File: src/rtl/dma_stat_pkg.sv
package dma_stat_pkg;
  // sticky flag indices
  localparam int unsigned FLAG_N    = 3;
  localparam int unsigned FIDX_DESC = 0;
  localparam int unsigned FIDX_EOB  = 1;
  localparam int unsigned FIDX_EOT  = 2;
  // status word bit positions (decoded by the register read path)
  localparam int unsigned POS_EN    = 0;
  localparam int unsigned POS_ACT   = 1;
  localparam int unsigned POS_EOT   = 4;
  localparam int unsigned POS_EOB   = 5;
  localparam int unsigned POS_DESC  = 6;
  localparam int unsigned POS_CNT   = 16;
endpackage

File: src/rtl/dma_rst_sync.sv
module dma_rst_sync (
  input  logic clk,
  input  logic arst_n,
  output logic srst_n
);
  logic [1:0] sync_q;

  always_ff @(posedge clk or negedge arst_n) begin
    if (!arst_n) sync_q <= 2'b00;
    else         sync_q <= {sync_q[0], 1'b1};
  end

  assign srst_n = sync_q[1];
endmodule

File: src/rtl/dma_bytecnt.sv
module dma_bytecnt #(
  parameter int unsigned CNT_W     = 16,
  parameter int unsigned BUS_BYTES = 4,
  localparam int unsigned BW_W     = $clog2(BUS_BYTES) + 1
) (
  input  logic             clk,
  input  logic             rst_n,
  input  logic             load,
  input  logic [CNT_W-1:0] load_val,
  input  logic             phase_done,
  input  logic [BW_W-1:0]  phase_bytes,
  output logic [CNT_W-1:0] cnt_q,
  output logic             buf_end
);
  logic [CNT_W-1:0] bytes_ext;
  logic [CNT_W-1:0] take;
  logic [CNT_W-1:0] cnt_d;
  logic             owed;
  logic             cnt_en;

  always_comb begin
    bytes_ext = CNT_W'(phase_bytes);
    owed      = (cnt_q != '0);
    take      = (bytes_ext >= cnt_q) ? cnt_q : bytes_ext;
    buf_end   = phase_done && owed && (bytes_ext >= cnt_q) && !load;
    cnt_en    = load || (phase_done && owed);
    if (load) cnt_d = load_val;
    else      cnt_d = cnt_q - take;
  end

  always_ff @(posedge clk or negedge rst_n) begin
    if (!rst_n)      cnt_q <= '0;
    else if (cnt_en) cnt_q <= cnt_d;
  end

  // input assumption: phase width is legal
  assert_phase_width_R3: assert property (@(posedge clk) disable iff (!rst_n)
    phase_done |-> (phase_bytes != '0) && (phase_bytes <= BW_W'(BUS_BYTES)));

  assert_exact_step_R3: assert property (@(posedge clk) disable iff (!rst_n)
    (phase_done && !load && (cnt_q >= CNT_W'(phase_bytes)))
      |=> cnt_q == $past(cnt_q) - CNT_W'($past(phase_bytes)));

  assert_no_wrap_R4: assert property (@(posedge clk) disable iff (!rst_n)
    (phase_done && !load) |=> cnt_q <= $past(cnt_q));

  assert_zero_hold_R12: assert property (@(posedge clk) disable iff (!rst_n)
    (phase_done && !load && cnt_q == '0) |=> cnt_q == '0);
endmodule

File: src/rtl/dma_sticky_flags.sv
module dma_sticky_flags #(
  parameter int unsigned N = 3
) (
  input  logic         clk,
  input  logic         rst_n,
  input  logic [N-1:0] set_ev,
  input  logic         rd,
  output logic [N-1:0] flag_q
);
  for (genvar i = 0; i < N; i++) begin : g_flag
    logic f_d;
    logic f_en;

    always_comb begin
      f_en = set_ev[i] || rd;
      f_d  = set_ev[i];      // set beats the read clear
    end

    always_ff @(posedge clk or negedge rst_n) begin
      if (!rst_n)    flag_q[i] <= 1'b0;
      else if (f_en) flag_q[i] <= f_d;
    end

    assert_read_clears_R7: assert property (@(posedge clk) disable iff (!rst_n)
      (rd && !set_ev[i]) |=> !flag_q[i]);

    assert_set_wins_R7: assert property (@(posedge clk) disable iff (!rst_n)
      set_ev[i] |=> flag_q[i]);
  end
endmodule

File: src/rtl/dma_chan_ctrl.sv
module dma_chan_ctrl (
  input  logic clk,
  input  logic rst_n,
  input  logic sw_en_set,
  input  logic sw_en_clr,
  input  logic ld_next,
  input  logic desc_load,
  input  logic desc_enable,
  input  logic buf_end,
  input  logic dev_end,
  input  logic fifo_empty,
  input  logic pkt_start,
  input  logic pkt_done,
  output logic en_q,
  output logic act_q,
  output logic req_q
);
  logic drain_q, drain_d;
  logic en_d, act_d, req_d;
  logic turn_on, turn_off_now, xfer_over, en_fall;

  always_comb begin
    turn_on      = sw_en_set || (desc_load && desc_enable);
    xfer_over    = buf_end || dev_end;
    turn_off_now = (sw_en_clr && fifo_empty) || (drain_q && fifo_empty);

    // enable flag
    if (turn_on)                        en_d = 1'b1;
    else if (desc_load)                 en_d = 1'b0;
    else if (xfer_over || turn_off_now) en_d = 1'b0;
    else                                en_d = en_q;

    // pending disable waiting on FIFO drain
    if (turn_on || desc_load || xfer_over) drain_d = 1'b0;
    else if (sw_en_clr && en_q && !fifo_empty) drain_d = 1'b1;
    else if (fifo_empty)                 drain_d = 1'b0;
    else                                 drain_d = drain_q;

    // active flag: end of buffer alone does not drop it
    if (pkt_done || dev_end)    act_d = 1'b0;
    else if (pkt_start && en_q) act_d = 1'b1;
    else                        act_d = act_q;

    // next-descriptor request
    en_fall = en_q && !en_d;
    if (desc_load || turn_on)   req_d = 1'b0;
    else if (en_fall && ld_next) req_d = 1'b1;
    else                        req_d = req_q;
  end

  always_ff @(posedge clk or negedge rst_n) begin
    if (!rst_n) begin
      en_q    <= 1'b0;
      drain_q <= 1'b0;
      act_q   <= 1'b0;
      req_q   <= 1'b0;
    end else begin
      en_q    <= en_d;
      drain_q <= drain_d;
      act_q   <= act_d;
      req_q   <= req_d;
    end
  end

  // input assumption: packets start only on an enabled channel
  assert_pkt_when_enabled_R10: assert property (@(posedge clk) disable iff (!rst_n)
    pkt_start |-> en_q);

  assert_drain_holds_R8: assert property (@(posedge clk) disable iff (!rst_n)
    (en_q && drain_q && !fifo_empty && !xfer_over && !desc_load)
      |=> en_q);

  assert_end_clears_R5: assert property (@(posedge clk) disable iff (!rst_n)
    (buf_end && !turn_on) |=> !en_q);

  assert_dev_end_R6: assert property (@(posedge clk) disable iff (!rst_n)
    (dev_end && !turn_on) |=> (!en_q && !act_q));

  assert_eob_keeps_active_R10: assert property (@(posedge clk) disable iff (!rst_n)
    (act_q && buf_end && !pkt_done && !dev_end) |=> act_q);

  assert_req_only_idle_R11: assert property (@(posedge clk) disable iff (!rst_n)
    req_q |-> !en_q);
endmodule

File: src/rtl/dma_chan_status.sv
module dma_chan_status
  import dma_stat_pkg::*;
#(
  parameter int unsigned CNT_W     = 16,
  parameter int unsigned BUS_BYTES = 4,
  localparam int unsigned BW_W     = $clog2(BUS_BYTES) + 1,
  localparam int unsigned STAT_W   = POS_CNT + CNT_W
) (
  input  logic              clk,
  input  logic              rst_n,
  input  logic              sw_en_set,
  input  logic              sw_en_clr,
  input  logic              ld_next_ctl,
  input  logic              dsc_load,
  input  logic [CNT_W-1:0]  dsc_count,
  input  logic              dsc_enable,
  input  logic              bus_phase_done,
  input  logic [BW_W-1:0]   bus_phase_bytes,
  input  logic              dev_xfer_end,
  input  logic              pkt_begin,
  input  logic              pkt_end,
  input  logic              fifo_empty,
  input  logic              stat_rd,
  output logic [STAT_W-1:0] stat_word,
  output logic              next_dsc_req
);
  logic              srst_n;
  logic [CNT_W-1:0]  cnt_q;
  logic              buf_end;
  logic [FLAG_N-1:0] set_ev;
  logic [FLAG_N-1:0] flags;
  logic              en_q, act_q;

  dma_rst_sync u_rst (
    .clk    (clk),
    .arst_n (rst_n),
    .srst_n (srst_n)
  );

  dma_bytecnt #(.CNT_W(CNT_W), .BUS_BYTES(BUS_BYTES)) u_cnt (
    .clk         (clk),
    .rst_n       (srst_n),
    .load        (dsc_load),
    .load_val    (dsc_count),
    .phase_done  (bus_phase_done),
    .phase_bytes (bus_phase_bytes),
    .cnt_q       (cnt_q),
    .buf_end     (buf_end)
  );

  always_comb begin
    set_ev            = '0;
    set_ev[FIDX_DESC] = dsc_load;
    set_ev[FIDX_EOB]  = buf_end;
    set_ev[FIDX_EOT]  = dev_xfer_end;
  end

  dma_sticky_flags #(.N(FLAG_N)) u_flags (
    .clk    (clk),
    .rst_n  (srst_n),
    .set_ev (set_ev),
    .rd     (stat_rd),
    .flag_q (flags)
  );

  dma_chan_ctrl u_ctrl (
    .clk         (clk),
    .rst_n       (srst_n),
    .sw_en_set   (sw_en_set),
    .sw_en_clr   (sw_en_clr),
    .ld_next     (ld_next_ctl),
    .desc_load   (dsc_load),
    .desc_enable (dsc_enable),
    .buf_end     (buf_end),
    .dev_end     (dev_xfer_end),
    .fifo_empty  (fifo_empty),
    .pkt_start   (pkt_begin),
    .pkt_done    (pkt_end),
    .en_q        (en_q),
    .act_q       (act_q),
    .req_q       (next_dsc_req)
  );

  always_comb begin
    stat_word                     = '0;
    stat_word[POS_CNT +: CNT_W]   = cnt_q;
    stat_word[POS_DESC]           = flags[FIDX_DESC];
    stat_word[POS_EOB]            = flags[FIDX_EOB];
    stat_word[POS_EOT]            = flags[FIDX_EOT];
    stat_word[POS_ACT]            = act_q;
    stat_word[POS_EN]             = en_q;
  end

  assert_load_flag_R2: assert property (@(posedge clk) disable iff (!srst_n)
    dsc_load |=> (stat_word[POS_DESC] && stat_word[POS_CNT +: CNT_W] == $past(dsc_count)));
endmodule

File: config.mk
export PLATFORM = sky130hd
export DESIGN_NAME = dma_chan_status
export DESIGN_NICKNAME = d
export VERILOG_FILES = /design/src/rtl/dma_stat_pkg.sv /design/src/rtl/dma_rst_sync.sv /design/src/rtl/dma_bytecnt.sv /design/src/rtl/dma_sticky_flags.sv /design/src/rtl/dma_chan_ctrl.sv /design/src/rtl/dma_chan_status.sv
export SDC_FILE = /design/constraint.sdc
export NUM_CORES = 1
export LEC_CHECK = 0
export BUFFER_PORTS_ARGS = -buffer_cell sky130_fd_sc_hd__buf_4
export CAP_MARGIN = 20
export CORE_MARGIN = 3
export CORE_UTILIZATION = 30
export DETAILED_ROUTE_END_ITERATION = 12
export GPL_TIMING_DRIVEN = 0
export PLACE_DENSITY = 0.62
export SLEW_MARGIN = 20
export SYNTH_ARGS = -nofsm -noshare
export SYNTH_HDL_FRONTEND = slang
export SYNTH_HIERARCHICAL = 1
export SYNTH_SLANG_ARGS = --single-unit
File: constraint.sdc
create_clock -name clk -period 0.8 [get_ports clk]
set_input_delay 0.16 -clock clk [delete_from_list [all_inputs] [get_ports clk]]
set_output_delay 0.16 -clock clk [all_outputs]
set_load 0.1 [all_outputs]
# Word-level counts from Yosys, hierarchy flattened
# Index checks and enable logic that the tools add are counted.
dict set report totals {
  ff_bits 25
  out_inout_bits 33
}
dict set report op_classes {
  n_addsub 1
  order_cmp 1
  n_mux 12
  reduce_logical 29
}
# cell count
set op_table {}
lappend op_table {{16-bit two-way mux} 2}
lappend op_table {{3-bit by 16-bit >= comparator with 1-bit output} 1}
lappend op_table {{16-bit nonzero test} 1}
lappend op_table {{16-bit subtractor} 1}
lappend op_table {{1-bit logical AND} 11}
lappend op_table {{1-bit logical OR} 11}
lappend op_table {{1-bit two-way mux} 10}
lappend op_table {{2-bit nonzero test} 2}
lappend op_table {{1-bit logical NOT} 3}
lappend op_table {{3-bit nonzero test} 1}

# Depth between registers and ports, before layout
dict set report logic_depth {
  depth_word 14
  ltp_mapped 14
  ltp_nobuf 13
}

# Modules after synthesis
# The synthesis kept the hierarchy.
# module instances cells_each area_each_um2
set by_module_without_submodules {}
lappend by_module_without_submodules {dma_bytecnt 1 128 1153.6}
lappend by_module_without_submodules {dma_chan_ctrl 1 17 187.7}
lappend by_module_without_submodules {dma_chan_status 1 14 101.3}
lappend by_module_without_submodules {dma_sticky_flags 1 7 101.3}
lappend by_module_without_submodules {dma_rst_sync 1 3 53.8}

# Worst setup path before layout
# OpenSTA, ideal clock, no wires.
dict set report synth_path {
  kind {flip-flop to flip-flop}
  startpoint {register u_cnt.cnt_q[1]}
  endpoint {register u_cnt.cnt_q[14]}
  setup_ps 125
  arrival_time_ps 3758
  required_ps 675
  setup_slack_ps -3082
  path_stages_with_launch 13
  n_path_buf 1
  period_less_slack_ps 3882
  cell_sequence {dfrtp_1 inv_1 ha_1 a21o_1 a21oi_1 or3_1 clkbuf_1 mux2_2 fa_1 o21ai_0 nor4_1 xor2_1 mux2_2}
}
dict set report synth_between {
  elab_chain_len 4
}
# item line_no
set synth_rtl {}
lappend synth_rtl {{start, declared} dma_bytecnt.sv:12} ;# output logic [CNT_W-1:0] cnt_q,
lappend synth_rtl {{start signal, assigned} dma_bytecnt.sv:33} ;# else if (cnt_en) cnt_q <= cnt_d;
lappend synth_rtl {{3-bit by 16-bit >= comparator with 1-bit output} dma_bytecnt.sv:24} ;# take = (bytes_ext >= cnt_q) ? cnt_q : bytes_ext;
lappend synth_rtl {{16-bit two-way mux} dma_bytecnt.sv:24}
lappend synth_rtl {{16-bit subtractor} dma_bytecnt.sv:28} ;# else cnt_d = cnt_q - take;
lappend synth_rtl {{16-bit two-way mux} dma_bytecnt.sv:27} ;# if (load) cnt_d = load_val;
# Parallel ways exist; a longest one is shown, timed or not.
# A chain may end at the register's enable or synchronous reset.

# Worst setup path in the final report
dict set report layout_path {
  startpoint {register u_cnt.cnt_q[0]}
  endpoint {register u_cnt.cnt_q[15]}
}
# Same word-level chain as after synthesis.

==> results.toml <==
[setup_path]
r2r-end = "u_cnt/cnt_q[15]$_DFFE_PN0P_"
critPathRequiredTime_ns = 1.02
cp_slowest_stage_delay_ns = 0.50
cp_data_arrival_time_ns = 3.44
cp_max_fo = 5
worst_setup_path_end_kind = "flip-flop"
worst-r2r-cell-count = 14
crit_path_cell_trace = "ha_4 -> nand2b_4 -> a21o_1 -> a21oi_2 -> or3_4 -> buf_8 -> mux2i_2 -> ha_1 -> nand3b_1 -> nand4b_1 -> buf_6 -> or4b_4 -> a21oi_2 -> a21o_1"
path_class = "flip-flop to flip-flop"
cp-startpoint = "u_cnt/cnt_q[0]$_DFFE_PN0P_"
r2r-start = "u_cnt/cnt_q[0]$_DFFE_PN0P_"
crit_end = "u_cnt/cnt_q[15]$_DFFE_PN0P_"
startpoint_type = "flip-flop"
r2r_slack_ns = -2.42
slowest_stage = "dfrtp_4"

[placed_design]
preCtsSetupSlack_ns = -2.55
gp_congestion = 0.844
port_buffers = 53
hpwl_um = 3210

[cts]
cts-root-buf = "clkbuf_8"
h-tree-depth = 1
clk_pin_slew_ns = 0.10
cts_tree = "done"
clock_sinks = 25
max-clock-path-buffers = 2
clk_latency_ns = 0.27
cts_inserted_buffers = 3

[outcome]
status = "complete, but fails checks"
failed_checks = "negative setup slack"

[sta]
max_slew_margin_pct = 48.9
worst_slack_ns = -2.42
finClkSkew_ns = 0.00247
rsz0062_at_grt = "yes"
period_share_pct = 403
whs_ns = 0.0273
fin_crit_ns = 3.22
tightest_slew_ns = 0.761
max_freq_mhz = 310
final-hold-violation-count = 0
report.final.slew_viol_count = 0
finalSetupViolCount = 43

[die]
io_pins = 65
design.core.area_um2 = 4940
initial_utilization_pct = 32.3
fp-row-count = 25
die_width_um = 79.0
die_y_um = 79.0
fp.dieArea_um2 = 6240

[routing]
wl_per_cell_um = 14.6
antenna_left = 0
viasPerCell = 4.75
drt_iter0_drc = 50
vias = 1616
firstDrtPassIters = 4
drcViolationCount = 0
wl_um = 4960

[final_layout]
final_common_cell = "buf_4"
diodes = 0
post-route-util_pct = 62.8
layout_common_cells = "buf_4 (65), buf_12 (22), dfrtp_4 (19), nand2_1 (17), buf_6 (15)"
drive_gt1_share_pct = 60.8
fin_nets = 313
fillers = 416
area_growth_pct = 94.4

[global_route]
grt_pass1_vias = 1636
overflow = 0
grt_max_degree = 24
globalRouteTotalUtil_pct = 15.9
antenna_found_initial = 0
grt_pass1_wl_um = 7760

[worst_hold_path]
hp-class = "primary input to flip-flop"

[synth]
ys_ff_latch = 25
syn_avg_cell_area_um2 = 9.45
ys_types = 41
synth_area_um2 = 1600
synthTopCellsByArea = "dfrtp_1 (39%), buf_4 (6.1%), ha_1 (4.7%), o21ai_0 (4.4%), xnor2_1 (4.4%)"
synth_area_leader_cell = "dfrtp_1"
synth_seq_area_share_pct = 39.2
ys_warn_count = 6
synthCells = 169
yosys.area.top_type_share_pct = 39.2

[pwr]
p_leak_nw = 1.36
ir_drop_mv = 1.20
powerDensity_nw_per_um2 = 1760
total_power_mw = 5.47

[flow_run]
cap_violations = 0
## power breakdown
part	switching [mW]	internal (mW)
clock network	0.439	0.354
logic	1.75	1.24
registers	0.239	1.45
## state kept, by name, indices dropped and copies added (netlist names)
signal          cells
u_rst/sync_q        2
u_cnt/cnt_q        16
u_flags/flag_q      3
u_ctrl/req_q        1
u_ctrl/act_q        1
u_ctrl/drain_q      1
u_ctrl/en_q         1
## synth_stat cells, drive strengths merged
| master | number |
|---|---|
| conb | 2 |
| or4 | 2 |
| dfrtp | 25 |
| nand3 | 2 |
| xor2 | 3 |
| o22ai | 1 |
| clkbuf | 3 |
| a21o | 5 |
| nor4b | 1 |
| a21oi | 9 |
| mux2 | 3 |
| or4b | 1 |
| fa | 1 |
| buf | 15 |
| nor4 | 7 |
| a2111oi | 1 |
| nand3b | 1 |
| nor2b | 1 |
| a221o | 1 |
| or3 | 5 |
| mux2i | 3 |
| ha | 6 |
| o21a | 1 |
| nand2 | 17 |
| xnor2 | 8 |
| inv | 8 |
| nand4b | 1 |
| nor2 | 5 |
| o21ai | 15 |
| a211oi | 4 |
| nand2b | 2 |
| or2 | 2 |
| a41o | 1 |
| nor3 | 6 |
| o311ai | 1 |
## cell families after synthesis
family                   count (synthesis)  synth area share [%]
AND/OR/NAND/NOR                         53                  20.0
AO/OA/AOI/OAI                           39                  15.0
buffers and inverters                   26                  9.32
XOR/XNOR                                11                  6.03
multiplexers                             6                  3.99
flip-flops                              25                  39.2
adder cells (fa/ha/maj)                  7                  5.95
other                                    2                 0.470
## how the worst min path moves through the flow
stage                       start                        end  cells past startpoint
final                     pkt_end   u_ctrl/act_q$_DFFE_PN0P_                      2
after global routing      pkt_end   u_ctrl/act_q$_DFFE_PN0P_                      2
after CTS                 pkt_end   u_ctrl/act_q$_DFFE_PN0P_                      2
after detailed placement    rst_n  u_rst/sync_q[1]$_DFF_PN0_                      1
after global placement      rst_n  u_rst/sync_q[1]$_DFF_PN0_                      1
after floorplan             rst_n  u_rst/sync_q[0]$_DFF_PN0_                      0
## layout make-up
type	instances	area, µm²	share of cell area (%)
well taps	67	83.8	2.70
inverters	8	30.0	0.967
flip-flops and latches	25	698	22.5
clock inverters	1	7.51	0.242
repair buffers	90	1010	32.4
multi-input cells	128	1090	35.3
plain buffers	18	144	4.63
clock buffers	3	41.3	1.33
## metal layers
layer  vias up  global-route usage [%]  wire length, µm
met2        50                    27.3             2660
li1        786                       -                -
met4         0                    4.64               50
met1       774                    20.5             1960
met5         -                       0                0
met3         6                    2.72              292
## through the flow
step	TNS, ns	instances	instance area (µm²)
after CTS	-48.10	329	2930
final	-50.16	340	3110
after detailed placement	-52.57	299	2290
after global placement	-51.85	299	2290
after global routing	-53.09	340	3110
after floorplan	-41.68	179	1810
## repair_timing
item	CTS	global route
hold buffers	1	0
buffers inserted	25	14
gates resized for setup	90	21
hold endpoints to repair	2	0
setup endpoints to repair	65	43
pin swaps	17	20
## critical path, delay by kind of cell, from the launching register on
family	cells	cell delay (ns)
buffers and inverters	2	0.29
AND/OR/NAND/NOR	5	1.19
multiplexers	1	0.14
flip-flops	1	0.50
AO/OA/AOI/OAI	4	0.44
adder cells (fa/ha/maj)	2	0.60
Note: power is estimated with default switching activity, not from simulation.
